==> config.mk <==
export PLATFORM = sky130hd
export DESIGN_NAME = refresh_cbr_converter
export DESIGN_NICKNAME = d
export VERILOG_FILES = /design/src/rtl/rcr_pkg.sv /design/src/rtl/rcr_strobe_delay.sv /design/src/rtl/rcr_cas_scan.sv /design/src/rtl/rcr_cbr_seq.sv /design/src/rtl/refresh_cbr_converter.sv
export SDC_FILE = /design/constraint.sdc
export NUM_CORES = 1
export LEC_CHECK = 0
export ABC_AREA = 1
export BUFFER_PORTS_ARGS = -buffer_cell sky130_fd_sc_hd__buf_2
export CAP_MARGIN = 20
export CORE_AREA = 2 2 39 41
export CTS_CLUSTER_DIAMETER = 60
export CTS_CLUSTER_SIZE = 24
export DETAILED_ROUTE_END_ITERATION = 16
export DIE_AREA = 0 0 41 43
export GPL_ROUTABILITY_DRIVEN = 0
export PLACE_DENSITY = 0.61
export SLEW_MARGIN = 20
export SYNTH_ARGS = -nofsm -noshare
export SYNTH_HDL_FRONTEND = slang
export SYNTH_HIERARCHICAL = 1
export SYNTH_SLANG_ARGS = --single-unit
==> constraint.sdc <==
create_clock -name dot_clk -period 1.2 [get_ports dot_clk]
set_clock_uncertainty 0.2 [all_clocks]
set_input_delay 0.06 -clock dot_clk [delete_from_list [all_inputs] [get_ports dot_clk]]
set_output_delay 0.06 -clock dot_clk [all_outputs]
set_load 0.03 [all_outputs]
==> src/rtl/rcr_pkg.sv <==
package rcr_pkg;

  typedef enum logic [1:0] {
    SEQ_IDLE  = 2'd0,
    SEQ_RELAY = 2'd1,
    SEQ_CBR   = 2'd2
  } seq_state_e;

  // clocks from a controller sample to the matching memory-side strobe
  function automatic int unsigned relay_latency(input int unsigned depth);
    return depth + 1;
  endfunction

endpackage

==> src/rtl/rcr_strobe_delay.sv <==
module rcr_strobe_delay #(
  parameter int unsigned NCAS  = 1,
  parameter int unsigned DEPTH = 4
) (
  input  logic                             clk,
  input  logic                             rst,
  input  logic                             in_ras_n,
  input  logic [NCAS-1:0]                  in_cas_n,
  output logic [DEPTH-1:0]                 ras_q,
  output logic [DEPTH-1:0][NCAS-1:0]       cas_q
);

  // stage 0 holds the newest sample, stage DEPTH-1 is the tap
  for (genvar g = 0; g < DEPTH; g++) begin : g_stage
    if (g == 0) begin : g_head
      always_ff @(posedge clk) begin
        if (rst) begin
          ras_q[g] <= 1'b1;
          cas_q[g] <= '1;
        end else begin
          ras_q[g] <= in_ras_n;
          cas_q[g] <= in_cas_n;
        end
      end
    end else begin : g_body
      always_ff @(posedge clk) begin
        if (rst) begin
          ras_q[g] <= 1'b1;
          cas_q[g] <= '1;
        end else begin
          ras_q[g] <= ras_q[g-1];
          cas_q[g] <= cas_q[g-1];
        end
      end
    end
  end

endmodule

==> src/rtl/rcr_cas_scan.sv <==
module rcr_cas_scan #(
  parameter int unsigned NCAS  = 1,
  parameter int unsigned DEPTH = 4
) (
  input  logic [DEPTH-1:0]           ras_q,
  input  logic [DEPTH-1:0][NCAS-1:0] cas_q,
  output logic                       cas_in_window
);

  // Walk from the tap toward newer samples while the row strobe stays low;
  // report whether any column lane was low inside that run.
  function automatic logic scan_window(input logic [DEPTH-1:0]           r,
                                       input logic [DEPTH-1:0][NCAS-1:0] c);
    logic run;
    logic hit;
    run = 1'b1;
    hit = 1'b0;
    for (int i = DEPTH - 1; i >= 0; i--) begin
      if (run) begin
        if (r[i]) begin
          run = 1'b0;
        end else if (!(&c[i])) begin
          hit = 1'b1;
        end
      end
    end
    return hit;
  endfunction

  assign cas_in_window = scan_window(ras_q, cas_q);

endmodule

==> src/rtl/rcr_cbr_seq.sv <==
module rcr_cbr_seq
  import rcr_pkg::*;
#(
  parameter int unsigned NCAS = 1
) (
  input  logic            clk,
  input  logic            rst,
  input  logic            tap_ras_n,
  input  logic [NCAS-1:0] tap_cas_n,
  input  logic            cas_in_window,
  output logic            ras_n,
  output logic [NCAS-1:0] cas_n,
  output logic            cbr_active,
  output logic            cbr_start,
  output logic            relay_q
);

  seq_state_e      st, st_nxt;
  logic            ras_d;
  logic [NCAS-1:0] cas_d;
  logic            relay_d;

  always_comb begin
    st_nxt    = st;
    ras_d     = tap_ras_n;
    cas_d     = tap_cas_n;
    relay_d   = 1'b1;
    cbr_start = 1'b0;
    unique case (st)
      SEQ_IDLE: begin
        if (!tap_ras_n && !cas_in_window) begin
          // refresh found: column strobes down, row strobe held up
          ras_d     = 1'b1;
          cas_d     = '0;
          relay_d   = 1'b0;
          cbr_start = 1'b1;
          st_nxt    = SEQ_CBR;
        end else if (!tap_ras_n) begin
          st_nxt = SEQ_RELAY;
        end
      end
      SEQ_RELAY: begin
        if (tap_ras_n) st_nxt = SEQ_IDLE;
      end
      SEQ_CBR: begin
        // row strobe tracks the tap, column strobes pinned low
        relay_d = 1'b0;
        cas_d   = '0;
        ras_d   = tap_ras_n;
        if (tap_ras_n) st_nxt = SEQ_IDLE;
      end
      default: st_nxt = SEQ_IDLE;
    endcase
  end

  always_ff @(posedge clk) begin
    if (rst) begin
      st      <= SEQ_IDLE;
      ras_n   <= 1'b1;
      cas_n   <= '1;
      relay_q <= 1'b0;
    end else begin
      st      <= st_nxt;
      ras_n   <= ras_d;
      cas_n   <= cas_d;
      relay_q <= relay_d;
    end
  end

  assign cbr_active = (st == SEQ_CBR);

endmodule

==> src/rtl/refresh_cbr_converter.sv <==
module refresh_cbr_converter
  import rcr_pkg::*;
#(
  parameter int unsigned NCAS       = 1,
  parameter int unsigned PIPE_DEPTH = 4
) (
  input  logic            dot_clk,
  input  logic            rst,
  input  logic            ctl_ras_n,
  input  logic [NCAS-1:0] ctl_cas_n,
  output logic            mem_ras_n,
  output logic [NCAS-1:0] mem_cas_n
);

  localparam int unsigned TAP = PIPE_DEPTH - 1;
  localparam int unsigned LAT = relay_latency(PIPE_DEPTH);

  logic [PIPE_DEPTH-1:0]           dl_ras;
  logic [PIPE_DEPTH-1:0][NCAS-1:0] dl_cas;
  logic                            cas_in_window;
  logic                            cbr_active;
  logic                            cbr_start;
  logic                            relay_q;

  rcr_strobe_delay #(.NCAS(NCAS), .DEPTH(PIPE_DEPTH)) u_delay (
    .clk      (dot_clk),
    .rst      (rst),
    .in_ras_n (ctl_ras_n),
    .in_cas_n (ctl_cas_n),
    .ras_q    (dl_ras),
    .cas_q    (dl_cas)
  );

  rcr_cas_scan #(.NCAS(NCAS), .DEPTH(PIPE_DEPTH)) u_scan (
    .ras_q         (dl_ras),
    .cas_q         (dl_cas),
    .cas_in_window (cas_in_window)
  );

  rcr_cbr_seq #(.NCAS(NCAS)) u_seq (
    .clk           (dot_clk),
    .rst           (rst),
    .tap_ras_n     (dl_ras[TAP]),
    .tap_cas_n     (dl_cas[TAP]),
    .cas_in_window (cas_in_window),
    .ras_n         (mem_ras_n),
    .cas_n         (mem_cas_n),
    .cbr_active    (cbr_active),
    .cbr_start     (cbr_start),
    .relay_q       (relay_q)
  );

  if (PIPE_DEPTH < 2 || LAT != PIPE_DEPTH + 1) begin : g_bad_depth
    initial $error("PIPE_DEPTH must be at least 2");
  end

endmodule

== Word level (Yosys, flattened, before mapping) ==
Index checks and enable logic that the tools add are counted.
Widths: inputs -> output; s select.
Operators by class
  add/subtract/negate cells: 0
  eq/ne operators: 4
  shift-type cells: 0
  divide/modulo/power cells: 0
  order comparisons: 0
  bitwise gates (word level): 0
  muxes and demuxes: 24
  reduce and logical (&&, ||, !) cells: 6
  multiply operators: 0
Operators with widths (number)
  $mux 1: 19
  $mux 2: 3
  $pmux 2 s2: 1
  $ne 3x2->1 const B: 1
  $eq 2x1->1 const B: 1
  $eq 2x2->1 const B: 1
  $logic_not 1->1: 2
  $logic_not 2->1: 1
  $ne 2x1->1 const B: 1
  $pmux 1 s2: 1
  $reduce_and 2->1: 1
  $reduce_or 2->1: 1
  $logic_and 1x1->1: 1
Word-level totals
  output and inout port bits: 2
  RAM bits: 0
  latch bits: 0
  memory bits (read-only): 0
  logic and storage cells: 45
  register bits: 12
  memories kept: 0
  bits of input ports: 4

== Logic depth before layout (Yosys ltp) ==
  depth in word-level cells: 15
  depth in mapped cells: 7
  depth with buffers taken out: 7

== Hierarchy ==
Netlist, hierarchy kept.
Modules (own cells, without submodules)
  rcr_cbr_seq: cells an instance 35, area each 260.2 um2, times used 1, sequential area each 100.1 um2
  rcr_strobe_delay: cells an instance 25, area each 224.0 um2, times used 1, sequential area each 160.2 um2
  rcr_cas_scan: cells an instance 8, area each 43.8 um2, times used 1, sequential area each 0.0 um2

== Worst setup path before layout ==
Ideal clock, no wire load.
  path kind: reg2reg
  start: reg u_delay.ras_q[3]
  end: reg u_seq/relay_q (netlist name)
  slack: -0.153 ns
  clock period less this slack: 1.353 ns
  data required time: 0.881 ns
  arrival time: 1.035 ns
  buffers on the path: 0
  library setup time: 0.119 ns
  cell stages (with the launch flop): 7
  path through: dfxtp_1 -> nor2_2 -> nand3_1 -> nand3_2 -> or2_4 -> nor2_4 -> nor2_2
RTL lines
  start: declaration: RTL line rcr_strobe_delay.sv:9  | output logic [DEPTH-1:0] ras_q,
  start signal: indexed assignment: RTL line rcr_strobe_delay.sv:31  | ras_q[g] <= ras_q[g-1];

== Worst setup path in the final report ==
  start: reg u_delay/cas_q[2] (netlist bit)
  end: reg u_seq.cas_n
On the way
  cells in the longest elaborated chain, start to end: 13
Ends and longest elaborated chain
  start: declaration: RTL line rcr_strobe_delay.sv:10  | output logic [DEPTH-1:0][NCAS-1:0] cas_q
  start signal: indexed assignment: RTL line rcr_strobe_delay.sv:32  | cas_q[g] <= cas_q[g-1];
  $mux 1 (*): RTL line rcr_cas_scan.sv:22  | end else if (!(&c[i])) begin
  $mux 1 (*): RTL line rcr_cas_scan.sv:20  | if (r[i]) begin
  $mux 1 (*): RTL line rcr_cas_scan.sv:19  | if (run) begin
  $mux 1: RTL line rcr_cas_scan.sv:22
  $mux 1: RTL line rcr_cas_scan.sv:20
  $mux 1 (*): RTL line rcr_cas_scan.sv:19
  $mux 1: RTL line rcr_cas_scan.sv:22
  $mux 1: RTL line rcr_cas_scan.sv:20
  $mux 1 (*): RTL line rcr_cas_scan.sv:19
  net cas_in_window: RTL line refresh_cbr_converter.sv:20  | logic cas_in_window;
  $logic_not 1->1 (*): RTL line rcr_cbr_seq.sv:31  | if (!tap_ras_n && !cas_in_window) begin
  $logic_and 1x1->1 (*): RTL line rcr_cbr_seq.sv:31
  $mux 1 (*): RTL line rcr_cbr_seq.sv:31
  $pmux 1 s2 (*): RTL line rcr_cbr_seq.sv:29  | unique case (st)
  end signal: assignment: RTL line rcr_cbr_seq.sv:65  | cas_n <= cas_d;
  end: declaration: RTL line rcr_cbr_seq.sv:12  | output logic [NCAS-1:0] cas_n,
Mark *: on every way through the listed nets, which the timed path passes. The rest lies on a longest branch.
A chain may end at the register's enable or synchronous reset.

==> out/results.txt <==
VDD IR max -> 834 uV
Endpoints failing setup -> 1
Power Density -> 1370 mW/mm^2
Mapped cell area -> 485 sq um
Required time of the critical path -> 1.17 ns
Skew-Pair Late Insertion Delay -> 0.28 ns
WP data arrival -> 1.17 ns
Final Hold Viols -> 0
MaxCap Viol Count -> 0
CP endpoint kind -> flip-flop
IO Pins -> 6
TritonCTS clock tree -> yes
Synth warn -> 6
Initial DRT Pass Iterations -> 2
Aggregate global-route resource usage -> 0.124
Final max-slew violation count -> 0
TritonCTS Buffers -> 3
Layout cells sized above 1 -> 0.388
Final-layout fill cell count -> 142
Sequential Area -> 250 sq um
Initial Util -> 0.351
Max clock buf depth -> 2
DP HPWL -> 593 microns
WS Path Type -> reg -> reg
Die area -> 0.00176 sq mm
Post-CTS Setup Repair Bufs -> 0
Worst hold path stage count -> 2
Clock H-tree levels -> 1
DR iter-0 viols -> 4
Placed Instances -> 89
Multi-input logic area -> 214 sq um
Drt drc -> 0
Crit share post-route -> 1.00
Worst Slack Setup Final -> -0.00372 ns
Vias in the first global route -> 391
Total congestion overflow -> 0
Status -> finished, violations left
Measured slew at the worst slew-check pin -> 0.153 ns
Port bufs -> 5
Power, Total -> 0.920 mW
P_leak -> 0.353 nW
Tmin final -> 1.20 ns
Core box area -> 0.00138 sq mm
Slew margin rel. -> 0.899
Place WS -> -0.0289 ns
Maximum fanout along the worst path -> 3
First-pass GRT wire length -> 1.41 mm
Pin count of the biggest net entering global routing -> 9
Area grow syn2layout -> 38.4%
Syn Inst Count -> 64
Hold/Removal Path Class -> reg -> reg
Die Span X -> 41 microns
Layout Cells excl Fill -> 96
Vias/cell -> 4.33
Worst setup SP type -> flip-flop
Hold_ws -> 0.230 ns
# clock sinks -> 12
Net Count, Synth -> 70
R2R cell count -> 6
Violated checks -> setup timing
Die Y -> 43 microns
Root buf cell -> clkbuf_4
DRT antenna net count -> 0
Initial antenna violation count -> 0
Via count -> 416
Cell Rows -> 14
Final #Nets -> 87
Antenna diodes -> 0
Fmax -> 831 MHz
Detailed-route wire length per cell -> 9.08 microns
Final design utilization -> 0.486
Syn_area_per_cell -> 7.59 sq um
Routed Wire Length -> 872 microns
Worst-path clk slew -> 0.08 ns
Unrepaired setup endpoints after global routing -> yes
==> worst paths after layout <==
check | start | end | slack, ns
setup reg to reg | u_delay/cas_q[2] | u_seq/cas_n | -0.004
hold reg to reg | u_delay/ras_q[0] | u_delay/ras_q[1] | 0.23
hold / removal | u_delay/ras_q[0] | u_delay/ras_q[1] | 0.23
setup / recovery | u_delay/cas_q[2] | u_seq/cas_n | -0.004
==> final cells by class <==
class,count,share of cell area
Sequential cell,12,0.372
Multi-Input combinational cell,35,0.318
Tap cell,16,0.0298
Timing Repair Buffer,12,0.127
Clock buffer,4,0.0540
Inverter,17,0.0987
==> state kept, by name, summed over array words and instances, names as in the netlist <==
name and cells:
u_delay/cas_q 4, u_seq/ras_n 1, u_seq/cas_n 1, u_seq/st 2, u_delay/ras_q 4
==> where the power goes <==
| group | total [mW] | switching [mW] | leakage [nW] | internal (mW) |
|---|---|---|---|---|
| combinational | 0.168 | 0.0876 | 0.234 | 0.0808 |
| sequential | 0.429 | 0.00992 | 0.0981 | 0.419 |
| clock | 0.323 | 0.138 | 0.0210 | 0.184 |
==> critical path, cell delays in order (launching register included) <==
cell and delay (ns):
dfxtp_1 0.34, o21ai_1 0.08, nand2_1 0.09, nand3_2 0.09
nor2_2 0.13, nand3b_1 0.12, nand3_1 0.07
==> cells in the final DEF, fill, tap and decap left out, types with 2 or more instances in the layout <==
| cell type | count |
|---|---|
| o21ai_1 | 2 |
| buf_2 | 5 |
| nand2_1 | 12 |
| dfxtp_1 | 6 |
| inv_2 | 4 |
| dlygate4sd3_1 | 3 |
| dfxtp_2 | 5 |
| inv_1 | 12 |
| nand3_1 | 6 |
| nand3_2 | 2 |
| clkbuf_4 | 3 |
| nor2_1 | 4 |
| buf_4 | 4 |
==> stage by stage <==
step,TNS (ns),instance area (sq um)
after floorplan,0,487
after global placement,-0.0264,562
after detailed placement,-0.0785,562
after CTS,0,647
after global routing,-0.203,672
final,-0.00372,672
==> routing by layer <==
layer,global-route usage,wire length [microns],part of all wire,vias up
li1,-,-,-,221
met1,0.101,360,0.41,187
met2,0.213,459,0.53,8
met3,0.0942,51,0.058,0
met4,0.0400,0,0,0
met5,0,0,0,-
==> repair_timing <==
item                                    4_1_cts  5_1_grt
hold endpoints to repair                     12        0
hold buffers                                  3        0
gates cloned                                  0        0
resized for setup                             9       10
endpoints found under the setup margin        4        4
pin swaps                                     2        6
(Power assumes the default switching activity.)
